[src/rtl/txn_irq_pkg.sv]
package txn_irq_pkg;

  typedef enum logic [1:0] {
    RA_STATUS = 2'd0,
    RA_TAKE   = 2'd1,
    RA_MASK   = 2'd2,
    RA_CLEAR  = 2'd3
  } reg_addr_e;

  localparam int EV_AUX0        = 0;
  localparam int EV_AUX1        = 1;
  localparam int EV_CLASS_DONE  = 2;
  localparam int EV_AUX3        = 3;
  localparam int EV_OFF_START   = 4;
  localparam int EV_OFF_OVERCUR = 5;
  localparam int EV_OFF_UNPLUG  = 6;
  localparam int EV_SUPPLY_FLT  = 7;

  localparam int          EVT_W_DEF    = 8;
  localparam logic [7:0]  MASK_TYPICAL = 8'hF4;

endpackage

[src/rtl/irq_evt_bank.sv]
module irq_evt_bank #(
  parameter int W = 8
) (
  input  logic         clk,
  input  logic         rst_n,
  input  logic [W-1:0] set_i,
  input  logic [W-1:0] clr_i,
  output logic [W-1:0] q_o
);
  logic [W-1:0] q;

  // set beats clear: a fresh event is never lost to a coincident clear
  function automatic logic next_bit(input logic cur, input logic set, input logic clr);
    return set | (cur & ~clr);
  endfunction

  for (genvar i = 0; i < W; i++) begin : g_bit
    always_ff @(posedge clk) begin
      if (!rst_n) q[i] <= 1'b0;
      else        q[i] <= next_bit(q[i], set_i[i], clr_i[i]);
    end
  end

  assign q_o = q;
endmodule

[src/rtl/irq_regif.sv]
module irq_regif
  import txn_irq_pkg::*;
#(
  parameter int W = 8
) (
  input  logic         clk,
  input  logic         rst_n,
  input  logic         rd_i,
  input  logic         wr_i,
  input  logic [1:0]   addr_i,
  input  logic [W-1:0] wdata_i,
  input  logic [W-1:0] evt_i,
  output logic [W-1:0] rdata_o,
  output logic [W-1:0] clr_o,
  output logic [W-1:0] mask_o
);
  logic [W-1:0] mask_q;
  reg_addr_e    ra;

  assign ra = reg_addr_e'(addr_i);

  function automatic logic [W-1:0] clear_vec(
    input logic rd, input logic wr, input reg_addr_e a,
    input logic [W-1:0] wd, input logic [W-1:0] ev);
    logic [W-1:0] c;
    c = '0;
    if (wr && a == RA_CLEAR) c = c | wd;
    if (rd && a == RA_TAKE)  c = c | ev;
    return c;
  endfunction

  always_ff @(posedge clk) begin
    if (!rst_n)                    mask_q <= '0;
    else if (wr_i && ra == RA_MASK) mask_q <= wdata_i;
  end

  always_comb begin
    unique case (ra)
      RA_STATUS, RA_TAKE: rdata_o = evt_i;
      RA_MASK:            rdata_o = mask_q;
      default:            rdata_o = '0;
    endcase
  end

  assign clr_o  = clear_vec(rd_i, wr_i, ra, wdata_i, evt_i);
  assign mask_o = mask_q;
endmodule

[src/rtl/irq_txn_gate.sv]
module irq_txn_gate (
  input  logic clk,
  input  logic rst_n,
  input  logic busy_i,
  input  logic done_i,
  input  logic pend_i,
  output logic win_o,
  output logic irq_n_o
);
  logic in_xfer_q;
  logic irq_n_q;

  always_ff @(posedge clk) begin
    if (!rst_n)      in_xfer_q <= 1'b0;
    else if (busy_i) in_xfer_q <= 1'b1;
    else if (done_i) in_xfer_q <= 1'b0;
  end

  assign win_o = !busy_i && !in_xfer_q;

  always_ff @(posedge clk) begin
    if (!rst_n)     irq_n_q <= 1'b1;
    else if (win_o) irq_n_q <= ~pend_i;
  end

  assign irq_n_o = irq_n_q;
endmodule

[src/rtl/txn_sync_irq_ctrl.sv]
module txn_sync_irq_ctrl
  import txn_irq_pkg::*;
#(
  parameter int NUM_EVT = EVT_W_DEF
) (
  input  logic               clk,
  input  logic               rst_n,
  input  logic [NUM_EVT-1:0] evt_in,
  input  logic               bus_busy,
  input  logic               xfer_done,
  input  logic               reg_rd,
  input  logic               reg_wr,
  input  logic [1:0]         reg_addr,
  input  logic [NUM_EVT-1:0] reg_wdata,
  output logic [NUM_EVT-1:0] reg_rdata,
  input  logic               alert_query,
  output logic               alert_ack,
  output logic               irq_n
);
  logic [NUM_EVT-1:0] evt_q;
  logic [NUM_EVT-1:0] clr_vec;
  logic [NUM_EVT-1:0] mask_q;
  logic               pending;
  logic               win_open;

  function automatic logic pend_of(input logic [NUM_EVT-1:0] ev, input logic [NUM_EVT-1:0] mk);
    return |(ev & mk);
  endfunction

  irq_evt_bank #(.W(NUM_EVT)) u_bank (
    .clk(clk), .rst_n(rst_n), .set_i(evt_in), .clr_i(clr_vec), .q_o(evt_q)
  );

  irq_regif #(.W(NUM_EVT)) u_regif (
    .clk(clk), .rst_n(rst_n), .rd_i(reg_rd), .wr_i(reg_wr), .addr_i(reg_addr),
    .wdata_i(reg_wdata), .evt_i(evt_q), .rdata_o(reg_rdata), .clr_o(clr_vec),
    .mask_o(mask_q)
  );

  assign pending = pend_of(evt_q, mask_q);

  irq_txn_gate u_gate (
    .clk(clk), .rst_n(rst_n), .busy_i(bus_busy), .done_i(xfer_done),
    .pend_i(pending), .win_o(win_open), .irq_n_o(irq_n)
  );

  assign alert_ack = alert_query & ~irq_n;
endmodule

[config.mk]
export PLATFORM = sky130hd
export DESIGN_NAME = txn_sync_irq_ctrl
export DESIGN_NICKNAME = d
export VERILOG_FILES = /design/src/rtl/txn_irq_pkg.sv /design/src/rtl/irq_evt_bank.sv /design/src/rtl/irq_regif.sv /design/src/rtl/irq_txn_gate.sv /design/src/rtl/txn_sync_irq_ctrl.sv
export SDC_FILE = /design/constraint.sdc
export NUM_CORES = 1
export LEC_CHECK = 0
export BUFFER_PORTS_ARGS = -buffer_cell sky130_fd_sc_hd__buf_2
export CELL_PAD_IN_SITES_DETAIL_PLACEMENT = 1
export CELL_PAD_IN_SITES_GLOBAL_PLACEMENT = 2
export CORE_ASPECT_RATIO = 2
export CORE_MARGIN = 4
export CORE_UTILIZATION = 27
export DETAILED_ROUTE_END_ITERATION = 10
export GPL_TIMING_DRIVEN = 0
export PLACE_DENSITY = 0.78
export SYNTH_ARGS = -nofsm -noshare
export SYNTH_HDL_FRONTEND = slang
export SYNTH_SLANG_ARGS = --single-unit
[constraint.sdc]
create_clock -name clk -period 1.2 [get_ports clk]
set_clock_uncertainty 0.2 [all_clocks]
set_input_delay 0 -clock clk [delete_from_list [all_inputs] [get_ports clk]]
set_output_delay 0 -clock clk [all_outputs]
set_load 0.03 [all_outputs]
# == Yosys cells after proc, flatten, opt, wreduce, memory -nomap -nowiden ==
# Cells that the tools add are included.
# classes
n_addsub,0
n_mul,0
n_div,0
n_lt_le_gt_ge,0
n_eq_ne,3
n_shift,0
mux,5
n_bitwise,29
reduce_logical,10
# op_table
op,n
$mux W8,2
$pmux W8 S2,1
$not A1 Y1,10
$and A1 B1 Y1,9
$and A8 B8 Y8,1
$or A1 B1 Y1,8
$or A8 B8 Y8,1
$reduce_or A8 Y1,1
$eq A2 B2 Y1 const B,2
$logic_and A1 B1 Y1,4
$eq A2 B1 Y1 const B,1
$logic_not A1 Y1,2
$logic_not A2 Y1,1
$mux W1,2
$reduce_bool A2 Y1,1
$reduce_or A2 Y1,1
# totals
register_bits,18
latchBits,0
ramBits,0
romBits,0
in_bits,25
output_inout_bits,10
elab_cells,58
memories,0

# == Longest topological paths before layout ==
# depth
depth_word,8
depth_mapped,5

# == Hierarchy ==
# Synthesis repeated with hierarchy kept, for this count alone.
# hier_totals
cells_unflattened,129
hier_area_um2,1118.6
# by_module_without_submodules
mod,instances,cells_per_inst,area_each_um2,seq_area_each_um2
irq_regif,1,90,653.1,160.2
irq_evt_bank,1,25,337.8,160.2
irq_txn_gate,1,8,85.1,40.0
txn_sync_irq_ctrl,1,6,42.5,0.0

# == Worst setup path before layout ==
# Ideal clock, no wire load.
# synth_timing
path_type,input -> output
from,input reg_addr[1]
to,output reg_rdata[1]
arrival_time_ns,0.959
t_required_ns,1.000
setup_slack_ns,0.041
cell_stages,5
path_buffers,3
cell_sequence,buf_4 > buf_6 > buf_4 > nand2_1 > o22ai_1
# synth_via
elab_chain_len,3
elab_cells_between_ends,5
classes_between,eq/ne: 2; mux: 1; reduce/logical: 2
# synth_rtl
element,line_no,rtl
start: declaration,txn_sync_irq_ctrl.sv:13,"input logic [1:0] reg_addr,"
$eq A2 B1 Y1 or $logic_not A2 Y1 (tied branches),irq_regif.sv:38,unique case (ra)
$reduce_or A2 Y1,irq_regif.sv:38,
$pmux W8 S2 (*),irq_regif.sv:38,
end: declaration,txn_sync_irq_ctrl.sv:15,"output logic [NUM_EVT-1:0] reg_rdata,"
# Every way passes the cells marked *; elsewhere a longest branch is shown, timed or not.

# == Worst setup path after layout ==
# layout_timing
from,register u_bank.q[2] (netlist: u_bank.q_o[2])
to,register u_gate.irq_n_q (netlist: u_gate.irq_n_o)
# layout_via
elab_chain_len,3
# layout_rtl
element,line_no,rtl
start: declaration,irq_evt_bank.sv:10,logic [W-1:0] q;
start signal: indexed assignment,irq_evt_bank.sv:20,"else q[i] <= next_bit(q[i], set_i[i], clr_i[i]);"
$and A8 B8 Y8,txn_sync_irq_ctrl.sv:27,return |(ev & mk);
$reduce_or A8 Y1,txn_sync_irq_ctrl.sv:27,
$not A1 Y1,irq_txn_gate.sv:23,else if (win_o) irq_n_q <= ~pend_i;
end signal: assignment,irq_txn_gate.sv:23,
end: declaration,irq_txn_gate.sv:11,logic irq_n_q;
# Every way passes these cells.
# A chain may end at the register's enable or synchronous reset.

==> run_results.csv <==
group,metric,value,unit
logic_synthesis,syn-num-nets,127,
power_and_ir_drop,power_frac_comb,24.6,%
place,portBuffers,31,
logic_synthesis,synthTopCellsByArea,"dfxtp_1 (39%), nor2b_1 (12%), mux2i_1 (8.6%)",
logic_synthesis,synth_top_cell_area_share,38.5,%
route,drc_errors,0,
worst_setup_path,cp.arrival,1.30,ns
floorplanning,dieArea,0.00453,mm2
logic_synthesis,syn_area,936,um2
clocking,clkTransAtPathRegs,0.07,ns
worst_setup_path,cp_slowest_cell,"a222oi_1",
power_and_ir_drop,p_sw_share,27.5,%
timing,period_needed,1.30,ns
route,dr.pass1.iters,4,
power_and_ir_drop,vdd_ir_drop_max,575,uV
floorplanning,initial_core_util,27.7,%
worst_setup_path,cp-start-kind,"flop",
route,ant_nets,0,
clocking,clock_path_buffers,2,
status,violations,"negative hold slack, negative setup slack",
status,outcome,"finished with violations",
logic_synthesis,yosys.area.top_type,"dfxtp_1",
floorplanning,die_x,49.6,um
power_and_ir_drop,leakagePower,0.704,nW
logic_synthesis,synth-seq-area-share,38.5,%
grt,antenna_found_initial,0,
timing,slew_headroom,69.4,%
place,gp_congestion,0.726,
worst_setup_path,cp_num_buf_inv,0,
clocking,cts_tree,"built",
logic_synthesis,synth.distinct_cells,19,
power_and_ir_drop,power.density,988,mW/mm2
timing,hold_viol_final,5,
floorplanning,ios,35,
worst_setup_path,crit_chain,"a222oi_1, nand4_1, nand3_1",
floorplanning,core,0.00338,mm2
logic_synthesis,postSynthAreaPerCell,9.18,um2
timing,holdWs,-0.0471,ns
timing,fmax,771,MHz
worst_setup_path,critPathKind,"reg2reg",
finish,final_common_cell,"dlygate4sd3_1",
timing,worst_slack,-0.0974,ns
timing,rsz0062_at_grt,"true",
logic_synthesis,ys_warn_count,0,
grt,grt_pass1_wl,5310,um
grt,grt_max_degree,11,
clocking,clock_sinks,18,
timing,setup_violations,3,
logic_synthesis,syn_inst,102,
clocking,cts_max_level,1,
logic_synthesis,synth.mux.area_fraction,8.56,%
worst_setup_path,cp.required,1.20,ns
power_and_ir_drop,p_int,1.13,mW
route,avgViaCountPerCell,5.16,
clocking,ctsRootBufferMaster,"clkbuf_8",
flow_run,maxCapViolCount,0,
clocking,cts_made_buffers,3,
grt,track_usage,15.5,%
place,place_ws,-0.146,ns
worst_setup_path,regToRegStartpoint,"u_bank.q_o[2]$_SDFF_PN0_",
finish,drive_above_1_share,44.0,%
min_path,hold_path_class,"in2reg",
worst_setup_path,critPathMaxStageDelay,0.47,ns
route,wirelength,3320,um
route,drtIter0Drc,17,
power_and_ir_drop,p_clk_share,33.0,%
floorplanning,dieHeight,91.3,um
finish,layout_common_cells,"dlygate4sd3_1 (26), buf_2 (23), nor2b_1 (18)",
min_path,hp-start,"reg_addr[0]",
finish,syn2layout_area_growth,69.0,%
timing,fin_crit_sh,108,%
finish,antenna_cells,0,
logic_synthesis,synthAdderAreaFrac,0,%
worst_setup_path,path_max_fanout,2,
power_and_ir_drop,switchingPower,430,uW
worst_setup_path,cp_top_family,"compound AO/OA/AOI/OAI gates",
worst_setup_path,crit_start,"u_bank.q_o[2]$_SDFF_PN0_",
logic_synthesis,synth_compound_area_share,15.5,%
grt,grt_pass1_vias,1134,
clocking,clkLatencyLatePin,0.26,ns
timing,worst_slew_pin_slew,0.458,ns
finish,nNetsFinal,192,
power_and_ir_drop,seqPwrFrac,42.4,%
logic_synthesis,synth_xor_xnor_area_share,0,%
place,dp_hpwl,2180,um
grt,grt-ovfl-total,0,
route,routed_wire_length_per_instance,16.8,um
timing,maxSlewViolCount,0,
floorplanning,rows,30,
route,num_vias,1022,
logic_synthesis,synth_top_family_by_area,"simple AND/OR/NAND/NOR gates",
logic_synthesis,ys_seq_elements,18,
logic_synthesis,synth-simple-area-share,26.1,%
worst_setup_path,end_kind,"flop",
[cell usage after synthesis]
master    instances
a222oi_1          1
mux2i_1           8
buf_12            1
a211oi_1          1
o21ai_0           1
nand3_1           1
nand3b_4          2
nor2b_1          18
nand4_1           9
a22oi_1           2
a31oi_1           8
nand2_1           8
clkbuf_1          1
o22ai_1           8
o21a_1            1
buf_4             4
inv_1             8
dfxtp_1          18
buf_6             2
[power by group through the flow]
stage | Clock [mW] | Combinational [mW] | Sequential (mW)
finish | 0.515 | 0.384 | 0.663
global route | 0.552 | 0.415 | 0.667
CTS | 0.523 | 0.360 | 0.660
detailed placement | 0 | 0.270 | 0.671
global placement | 0 | 0.263 | 0.669
floorplan | 0 | 0.170 | 0.668
[sequential cells by signal (all words and copies together) (netlist names)]
signal / flops
u_bank.q_o: 8
u_gate.in_xfer_q: 1
u_regif.mask_o: 8
u_gate.irq_n_o: 1
[worst paths after layout]
check | end | slack [ns] | depth (start not counted)
setup reg to reg | u_gate.irq_n_o$_SDFFE_PN1P_ | -0.1 | 3
hold / removal | u_bank.q_o[2]$_SDFF_PN0_ | -0.05 | 4
setup / recovery | u_gate.irq_n_o$_SDFFE_PN1P_ | -0.1 | 3
hold reg to reg | u_gate.irq_n_o$_SDFFE_PN1P_ | 0.31 | 2
[metal layers]
metal	GRT usage [%]	vias to the layer above	wire, um
li1	-	493	-
met2	30.2	28	1940
met4	8.55	0	94
met3	1.31	7	89
met5	0	-	0
met1	15.2	494	1190
[area by class of cell]
type / instances / area [um2]
timing repair buffer: 60 / 484
sequential: 18 / 378
fill: 396 / 1800
tap: 32 / 40.0
inverter: 8 / 30.0
multi-input combinational: 68 / 518
buffer: 8 / 76.3
clock buffer: 4 / 55.1
[worst reg2reg max path, delay by kind of cell (launching register included)]
family	cells	cell delay, ns
AO/OA/AOI/OAI	1	0.47
flip-flops	1	0.32
AND/OR/NAND/NOR	2	0.26
[kinds of logic (layout without fill, tap and decap cells)]
| kind of cell | count (synthesis) | in the layout |
|---|---|---|
| AOI/OAI and AO/OA | 22 | 22 |
| and+or+nand+nor | 38 | 38 |
| DFF | 18 | 18 |
| muxes | 8 | 8 |
| buffers and inverters | 16 | 80 |
[repair_timing]
| item | 4_1_cts | 5_1_grt |
|---|---|---|
| endpoints found under the hold margin | 18 | 1 |
| endpoints found under the setup margin | 9 | 15 |
| gates resized for setup | 24 | 18 |
| hold buffers | 26 | 1 |
| pin swaps | 4 | 6 |
| setup buffers | 3 | 1 |
[stage by stage]
stage          power (mW)  TNS, ns  std cells  cell area (um2)  utilization [%]
2_1_floorplan       0.838        0        102              936                -
3_3_place_gp        0.932   -0.142        165             1130             33.5
3_5_place_dp        0.941   -0.146        165             1130             33.5
4_1_cts              1.54   -0.474        198             1520             45.0
5_1_grt              1.63   -0.349        198             1580             46.8
6_report             1.56   -0.158        198             1580             46.8
No activity file was read; power rests on OpenSTA's default activity.
